### config.mk
export PLATFORM = sky130hd
export DESIGN_NAME = gpio_event_unit
export DESIGN_NICKNAME = d
export VERILOG_FILES = /design/src/rtl/gpio_evt_pkg.sv /design/src/rtl/gpio_evt_edge.sv /design/src/rtl/gpio_evt_status.sv /design/src/rtl/gpio_event_unit.sv
export SDC_FILE = /design/constraint.sdc
export NUM_CORES = 1
export LEC_CHECK = 0
export ABC_CLOCK_PERIOD_IN_PS = 3600
export CAP_MARGIN = 20
export CORE_ASPECT_RATIO = 1.1
export CORE_MARGIN = 5
export CORE_UTILIZATION = 45
export CTS_CLUSTER_SIZE = 25
export DETAILED_ROUTE_END_ITERATION = 8
export GPL_ROUTABILITY_DRIVEN = 0
export PLACE_DENSITY_LB_ADDON = 0.1
export SLEW_MARGIN = 20
export SYNTH_ARGS = -nofsm -noshare
export SYNTH_HDL_FRONTEND = slang
export SYNTH_HIERARCHICAL = 1
export SYNTH_SLANG_ARGS = --single-unit
### constraint.sdc
create_clock -name clk -period 3.6 [get_ports clk]
set_input_delay 0.54 -clock clk [delete_from_list [all_inputs] [get_ports clk]]
set_output_delay 0.54 -clock clk [all_outputs]
set_load 0.01 [all_outputs]
### src/rtl/gpio_evt_pkg.sv
package gpio_evt_pkg;
  typedef enum logic [1:0] {
    SEL_POL  = 2'd0,
    SEL_EN   = 2'd1,
    SEL_AST  = 2'd2,
    SEL_DAST = 2'd3
  } reg_sel_e;
endpackage

### src/rtl/gpio_evt_edge.sv
module gpio_evt_edge #(
  parameter int N = 31
) (
  input  logic         clk,
  input  logic         rst,
  input  logic [N-1:0] pin_in,
  input  logic [N-1:0] pol,
  output logic [N-1:0] ev_assert,
  output logic [N-1:0] ev_deassert
);
  logic [N-1:0] pin_q;
  logic [N-1:0] rise;
  logic [N-1:0] fall;

  // Reset samples the pins so that release produces no spurious edge.
  always_ff @(posedge clk) begin
    pin_q <= pin_in;
  end

  always_comb begin
    rise        = pin_in & ~pin_q;
    fall        = ~pin_in & pin_q;
    ev_assert   = (rise & pol) | (fall & ~pol);
    ev_deassert = (fall & pol) | (rise & ~pol);
  end

  AST_STEADY_NO_EVENT: assert property (@(posedge clk) disable iff (rst)
    (pin_in == $past(pin_in)) |-> ((ev_assert | ev_deassert) == '0));
endmodule

### src/rtl/gpio_evt_status.sv
module gpio_evt_status #(
  parameter int N = 31
) (
  input  logic         clk,
  input  logic         rst,
  input  logic [N-1:0] event_in,
  input  logic         wr,
  input  logic [N:0]   wdata,
  output logic [N-1:0] status
);
  logic [N-1:0] mask;
  logic         set_mode;
  logic [N-1:0] sw_next;

  always_comb begin
    mask     = wdata[N:1];
    set_mode = wdata[0];
    sw_next  = status;
    if (wr) begin
      if (set_mode) sw_next = status | mask;
      else          sw_next = status & ~mask;
    end
  end

  // New events are ORed in last so that they win over a same-cycle clear.
  always_ff @(posedge clk) begin
    if (rst) status <= '0;
    else     status <= sw_next | event_in;
  end

  AST_EVENT_STICKS: assert property (@(posedge clk) disable iff (rst)
    (event_in != '0) |=> ((status & $past(event_in)) == $past(event_in)));
  AST_CLEAR_APPLIES: assert property (@(posedge clk) disable iff (rst)
    (wr && !wdata[0]) |=> ((status & $past(wdata[N:1] & ~event_in)) == '0));
  AST_SET_APPLIES: assert property (@(posedge clk) disable iff (rst)
    (wr && wdata[0]) |=> ((status & $past(wdata[N:1])) == $past(wdata[N:1])));
endmodule

### src/rtl/gpio_event_unit.sv
module gpio_event_unit #(
  parameter int NUM_PINS = 31,
  parameter int DATA_W   = 32
) (
  input  logic                clk,
  input  logic                rst,
  input  logic [1:0]          reg_sel,
  input  logic                reg_wr,
  input  logic [DATA_W-1:0]   reg_wdata,
  output logic [DATA_W-1:0]   reg_rdata,
  input  logic [NUM_PINS-1:0] pin_in,
  output logic                irq_assert,
  output logic                irq_deassert
);
  import gpio_evt_pkg::*;

  localparam int STAT_W = NUM_PINS + 1;

  initial begin
    if (NUM_PINS > DATA_W - 1) $error("NUM_PINS must leave bit 0 free for the mode flag");
  end

  reg_sel_e            sel;
  logic [NUM_PINS-1:0] pol_q;
  logic [NUM_PINS-1:0] en_q;
  logic [NUM_PINS-1:0] ev_a;
  logic [NUM_PINS-1:0] ev_d;
  logic [NUM_PINS-1:0] ast_stat;
  logic [NUM_PINS-1:0] dast_stat;
  logic                wr_ast;
  logic                wr_dast;
  logic [DATA_W-1:0]   rd_next;

  assign sel     = reg_sel_e'(reg_sel);
  assign wr_ast  = reg_wr && (sel == SEL_AST);
  assign wr_dast = reg_wr && (sel == SEL_DAST);

  always_ff @(posedge clk) begin
    if (rst) begin
      pol_q <= '0;
      en_q  <= '0;
    end else if (reg_wr) begin
      if (sel == SEL_POL) pol_q <= reg_wdata[NUM_PINS-1:0];
      if (sel == SEL_EN)  en_q  <= reg_wdata[NUM_PINS-1:0];
    end
  end

  gpio_evt_edge #(.N(NUM_PINS)) i_edge (
    .clk         (clk),
    .rst         (rst),
    .pin_in      (pin_in),
    .pol         (pol_q),
    .ev_assert   (ev_a),
    .ev_deassert (ev_d)
  );

  gpio_evt_status #(.N(NUM_PINS)) i_ast (
    .clk      (clk),
    .rst      (rst),
    .event_in (ev_a),
    .wr       (wr_ast),
    .wdata    (reg_wdata[STAT_W-1:0]),
    .status   (ast_stat)
  );

  gpio_evt_status #(.N(NUM_PINS)) i_dast (
    .clk      (clk),
    .rst      (rst),
    .event_in (ev_d),
    .wr       (wr_dast),
    .wdata    (reg_wdata[STAT_W-1:0]),
    .status   (dast_stat)
  );

  always_comb begin
    rd_next = '0;
    case (sel)
      SEL_POL:  rd_next[NUM_PINS-1:0] = pol_q;
      SEL_EN:   rd_next[NUM_PINS-1:0] = en_q;
      SEL_AST:  rd_next[STAT_W-1:1]   = ast_stat;
      default:  rd_next[STAT_W-1:1]   = dast_stat;
    endcase
  end

  always_ff @(posedge clk) begin
    if (rst) begin
      reg_rdata    <= '0;
      irq_assert   <= 1'b0;
      irq_deassert <= 1'b0;
    end else begin
      reg_rdata    <= rd_next;
      irq_assert   <= |(ast_stat & en_q);
      irq_deassert <= |(dast_stat & en_q);
    end
  end

  AST_MASKED_QUIET: assert property (@(posedge clk) disable iff (rst)
    (en_q == '0) |=> (!irq_assert && !irq_deassert));
  AST_MODE_BIT_ZERO: assert property (@(posedge clk) disable iff (rst)
    (reg_sel[1] == 1'b1) |=> (reg_rdata[0] == 1'b0));
endmodule

==> results_dict.tcl, run 1 <==
set metrics [dict create \
    swShare 0.256 \
    io_buffers 101 \
    power_density_mw_per_mm2 463 \
    max_freq_mhz 478 \
    comb_power_share 0.127 \
    slew_violations 0 \
    cts_buffers 17 \
    track_usage 0.216 \
    synth.avg_cell_area_sq_um 10.1 \
    drtIter0Drc 593 \
    cts_hold_buffers 0 \
    slew_headroom 0.381 \
    root_buffer "clkbuf_16" \
    dp.cells 1160 \
    top_layer "met4" \
    firstDrtPassIters 5 \
    syn-num-nets 927 \
    synth_ff_type "dfxtp_1" \
    switchingPower_mw 1.21 \
    dieArea_sq_mm 0.0221 \
    netlist_area_sq_mm 0.00864 \
    coreArea_sq_mm 0.0190 \
    clk_pin_slew_ns 0.07 \
    status "finished, final reports clean" \
    drv_cap 0 \
    path_class "input pin to flip-flop" \
    power.total_mw 4.74 \
    rows 53 \
    wl_per_cell_microns 19.7 \
    max_stage_delay_ns 0.58 \
    async_reset_ff_frac 0 \
    seq_power_share 0.491 \
    fillers 1732 \
    grt_pass1_vias 6586 \
    internal_power_mw 3.53 \
    wl_met2_microns 10900 \
    dp_hpwl_microns 16300 \
    layout_commonest_cell "dfxtp_1" \
    io_pins 102 \
    cp_data_required_time_ns 3.93 \
    wirelength_microns 23500 \
    worstPathArrival_ns 2.42 \
    grt_max_degree 63 \
    worstPathMaxFanout 44 \
    initial_utilization 0.454 \
    tightest_slew_ns 0.928 \
    cp_num_buf_inv 2 \
    cts.sinks 189 \
    clkLatencyLatePin_ns 0.43 \
    crit_path_start_kind "input pin" \
    pwr-share-clk 0.382 \
    die_h_microns 155 \
    yosys_warnings 6 \
    vias_per_cell 5.84 \
    max-vdd-ir-drop_mv 0.336 \
    end_kind "flip-flop" \
    drc 0 \
    met1_length_microns 10800 \
    synthDistinctLibCells 31 \
    rsz0062_at_grt "false" \
    critPathTopFamily "buffers and inverters" \
    crit_slowest_cell "clkdlybuf4s50_1" \
    final_cells 1192 \
    num_vias 6959 \
    wl_met3_microns 1400 \
    area.growth.synth_to_final_pct 18.6 \
    cts_setup_buffers 0 \
    hold_violations 0 \
    drive_gt1_frac 0.115 \
    crit_path_cell_trace "clkdlybuf4s50_1, nand2_1, nor2_4, buf_12, a211oi_1, a311oi_1" \
    grt_pass1_wl_microns 37500 \
    cts_tree "done" \
    antenna_cells 0 \
    worstHoldPathType "flip-flop to flip-flop" \
    period_needed_ns 2.09 \
    finalSetupTns_ns 0 \
    synth_edf_count 0 \
    syn_inst 859 \
    min_period_over_period 0.581 \
    htree_levels 4 \
    antenna_found_initial 0 \
    grt_overflow 0 \
    fin_worst_skew_ns 0.00942 \
    placed_cell_area_sq_mm 0.00968 \
    cts_resized 0 \
    setup_viol 0 \
    cts_buffer_depth 2 \
    layout_common_cells "189 x dfxtp_1, 125 x nand2_1, 97 x clkdlybuf4s50_1, 66 x nor2_1, 64 x mux2i_1" \
    fin_nets 1000 \
    die_x_microns 142 \
    p_leak_nw 3.43 \
    drtAntennaViolNets 0 \
    ys_ff_latch 189 \
    ys_seq_area_frac 0.438 \
    final_area_sq_mm 0.0102 \
]
==> flip-flops by register name (all words and copies together), names as in the netlist <==
signal         cells
irq_assert         1
i_edge/pin_q      31
irq_deassert       1
i_dast/status     31
reg_rdata         32
i_ast/status      31
pol_q             31
en_q              31
==> per-layer routing <==
| metal | global-route usage | up-vias |
|---|---|---|
| met5 | 0 | - |
| met4 | 0.0622 | 0 |
| met3 | 0.0400 | 34 |
| met2 | 0.339 | 208 |
| met1 | 0.305 | 3375 |
| li1 | - | 3342 |
==> layout make-up <==
| type | instances | area [sq um] | share of cell area |
|---|---|---|---|
| Sequential cell | 189 | 3780 | 0.369 |
| Timing Repair Buffer | 113 | 1120 | 0.109 |
| Clock inverter | 9 | 85.1 | 0.00830 |
| Clock buffer | 23 | 478 | 0.0466 |
| Tap cell | 247 | 309 | 0.0302 |
| Multi-Input combinational cell | 611 | 4470 | 0.436 |
==> stage by stage <==
step / utilization / hold slack (ns) / setup slack [ns]
finish: 0.538 / 0.498 / 1.51
global route: 0.538 / 0.520 / 1.35
CTS: 0.538 / 0.499 / 1.52
detailed placement: 0.509 / 0.490 / 1.07
global placement: 0.509 / 0.480 / 1.08
floorplan: - / 0.458 / 1.78
==> Yosys cell counts, types with 10 or more instances <==
master / instances / share of area
buf_2: 14 / 0.0081
dfxtp_1: 189 / 0.44
nand2_1: 125 / 0.054
a21oi_1: 34 / 0.020
or2b_1: 48 / 0.042
nand2b_1: 14 / 0.010
nor2_1: 67 / 0.029
clkbuf_1: 20 / 0.0087
buf_6: 12 / 0.016
a211oi_1: 62 / 0.054
mux2i_1: 64 / 0.074
mux4_2: 29 / 0.076
a21oi_2: 30 / 0.030
a22oi_1: 28 / 0.024
buf_4: 10 / 0.0087
a311oi_1: 62 / 0.063
nor2b_1: 30 / 0.022
==> worst reg2reg max path, cell delays in order, from the launching register on <==
cell	delay, ns
dfxtp_1	0.35
a222oi_1	0.44
nand3_1	0.11
nor2_1	0.12
a21oi_1	0.13
==> power groups by stage <==
stage                     Combinational (mW)  Clock, mW  Sequential, mW
after floorplan                        0.380          0            2.33
after global placement                 0.595          0            2.37
after detailed placement               0.603          0            2.37
after CTS                              0.606       1.85            2.33
after global routing                   0.662       1.95            2.34
final                                  0.604       1.81            2.33
==> logic make-up after synthesis <==
group                  count (synthesis)  share of synthesized area
AOI/OAI and AO/OA                    218                      0.193
buffers and inverters                 59                     0.0456
DFF                                  189                      0.438
muxes                                 94                      0.153
and+or+nand+nor                      299                      0.170
==> path summary, 6_finish.rpt <==
check             slack (ns)                        from  cells past startpoint                           to
setup reg to reg        2.30  i_ast/status[8]$_SDFF_PP0_                      4        irq_assert$_SDFF_PP0_
setup / recovery        1.51                      reg_wr                      6  i_ast/status[10]$_SDFF_PP0_
hold / removal          0.50       en_q[21]$_SDFFE_PP0P_                      2        en_q[21]$_SDFFE_PP0P_
hold reg to reg         0.50       en_q[21]$_SDFFE_PP0P_                      2        en_q[21]$_SDFFE_PP0P_
No activity file was read; power rests on OpenSTA's default activity.
==> run 2: changes to the inputs <==
- ABC_CLOCK_PERIOD_IN_PS: 3600 -> 2060
- clock period: 3.6 -> 2.06 ns (I/O delays scaled with it)
==> run 2 against run 1 <==
Compared with the run above:
- the run now ends with DRC left
- sequential cell count is the same
- setup slack lost 1.1 ns
- via count grew 1.6%
- wire length grew 1.0%
- clock power grew 79%
- sequential power grew 75%
- combinational power grew 82%
- non-clock buffer count grew 7
- utilization grew 0.95 points
- clock-buffer cell count is the same
- cell count grew 0.42%
- largest cell class unchanged
- highest routed layer unchanged
==> results_dict.tcl, run 2 (same netlist as run 1, synthesis figures left out) <==
set metrics [dict create \
    cts.sinks 189 \
    layout_common_cells "189 x dfxtp_1, 125 x nand2_1, 97 x clkdlybuf4s50_1, 66 x nor2_1, 64 x mux2i_1" \
    die_h_microns 155 \
    grt_overflow 0 \
    wl_per_cell_microns 19.8 \
    dp.cells 1167 \
    initial_utilization 0.454 \
    status "finished, violations left" \
    track_usage 0.215 \
    area.growth.synth_to_final_pct 20.7 \
    firstDrtPassIters 9 \
    cts_setup_buffers 0 \
    die_x_microns 142 \
    cp_data_required_time_ns 1.75 \
    path_class "flip-flop to primary output" \
    fin_nets 1007 \
    cts_buffers 17 \
    clkLatencyLatePin_ns 0.43 \
    clk_pin_slew_ns 0.07 \
    rsz0062_at_grt "false" \
    drtAntennaViolNets 0 \
    cts_tree "done" \
    cts_buffer_depth 2 \
    worstPathMaxFanout 1 \
    wirelength_microns 23700 \
    period_needed_ns 1.60 \
    rows 53 \
    max_freq_mhz 623 \
    max-vdd-ir-drop_mv 0.591 \
    fin_worst_skew_ns 0.00788 \
    cp_num_buf_inv 1 \
    final_cells 1197 \
    crit_path_start_kind "flip-flop" \
    slew_violations 0 \
    dieArea_sq_mm 0.0221 \
    drv_cap 0 \
    coreArea_sq_mm 0.0190 \
    vias_per_cell 5.91 \
    end_kind "primary output" \
    root_buffer "clkbuf_16" \
    crit_path_cell_trace "clkdlybuf4s50_1" \
    grt_pass1_vias 6660 \
    grt_max_degree 65 \
    finalSetupTns_ns 0 \
    p_leak_nw 3.52 \
    largest_register_ffs 32 \
    antenna_cells 0 \
    worstPathArrival_ns 1.30 \
    worstHoldPathType "input pin to flip-flop" \
    cts_resized 0 \
    drc 1 \
    critPathTopFamily "buffers and inverters" \
    slew_headroom 0.510 \
    drive_gt1_frac 0.119 \
    io_buffers 101 \
    setup_viol 0 \
    dp_hpwl_microns 16100 \
    drtIter0Drc 494 \
    io_pins 102 \
    antenna_found_initial 0 \
    whs_ns 0.352 \
    cts_hold_buffers 0 \
    placed_cell_area_sq_mm 0.00986 \
    r2r_slack_ns 0.76 \
    final_area_sq_mm 0.0104 \
    min_period_over_period 0.779 \
    max_stage_delay_ns 0.54 \
    grt_pass1_wl_microns 37200 \
    failed_checks "DRC" \
    crit_slowest_cell "clkdlybuf4s50_1" \
    hold_violations 0 \
    layout_commonest_cell "dfxtp_1" \
    fillers 1686 \
    tightest_slew_ns 0.735 \
    top_register "reg_rdata" \
    power_density_mw_per_mm2 805 \
    htree_levels 4 \
    num_vias 7073 \
]
==> run 2: changes by cell type in the layout (fill, tap and decap cells not counted), sizes merged <==
| cell | before | now |
|---|---|---|
| buf | 16 | 23 |
| clkinvlp | 3 | 0 |
| clkinv | 3 | 5 |
| inv | 2 | 0 |
| bufinv | 1 | 2 |
==> run 2: stage by stage <==
stage	power, mW	util	setup WS, ns
after floorplan	4.74	-	0.474
after global placement	5.22	0.518	0.201
after detailed placement	5.24	0.518	0.159
after CTS	8.46	0.548	0.432
after global routing	8.72	0.548	0.407
final	8.40	0.548	0.455
==> run 2: final timing paths <==
| kind | end | startpoint | cells past startpoint |
|---|---|---|---|
| worst max-delay path | reg_rdata[16] | reg_rdata[16]$_SDFF_PP0_ | 1 |
| worst max register to register | irq_assert$_SDFF_PP0_ | i_ast/status[8]$_SDFF_PP0_ | 4 |
| worst min-delay path | i_edge/pin_q[24]$_DFF_P_ | pin_in[24] | 1 |
| worst min register to register | en_q[21]$_SDFFE_PP0P_ | en_q[21]$_SDFFE_PP0P_ | 2 |
==> run 2: metal layers <==
metal,part of all wire,wire (microns),vias up,global-route usage
li1,-,-,3337,-
met1,0.45,10700,3448,0.300
met2,0.47,11000,250,0.337
met3,0.061,1450,38,0.0430
met4,0.021,507,0,0.0686
met5,0,0,-,0
==> run 2: layout make-up <==
type	count	area [sq um]	area share
Clock buffer	23	478	0.0458
Clock inverter	7	88.8	0.00852
Multi-Input combinational cell	611	4470	0.429
Sequential cell	189	3780	0.363
Tap cell	247	309	0.0296
Timing Repair Buffer	120	1300	0.125
==> run 2: power breakdown <==
part | switching, mW | total, mW | internal [mW]
combinational | 0.536 | 1.10 | 0.560
clock | 1.37 | 3.24 | 1.87
sequential | 0.195 | 4.07 | 3.87
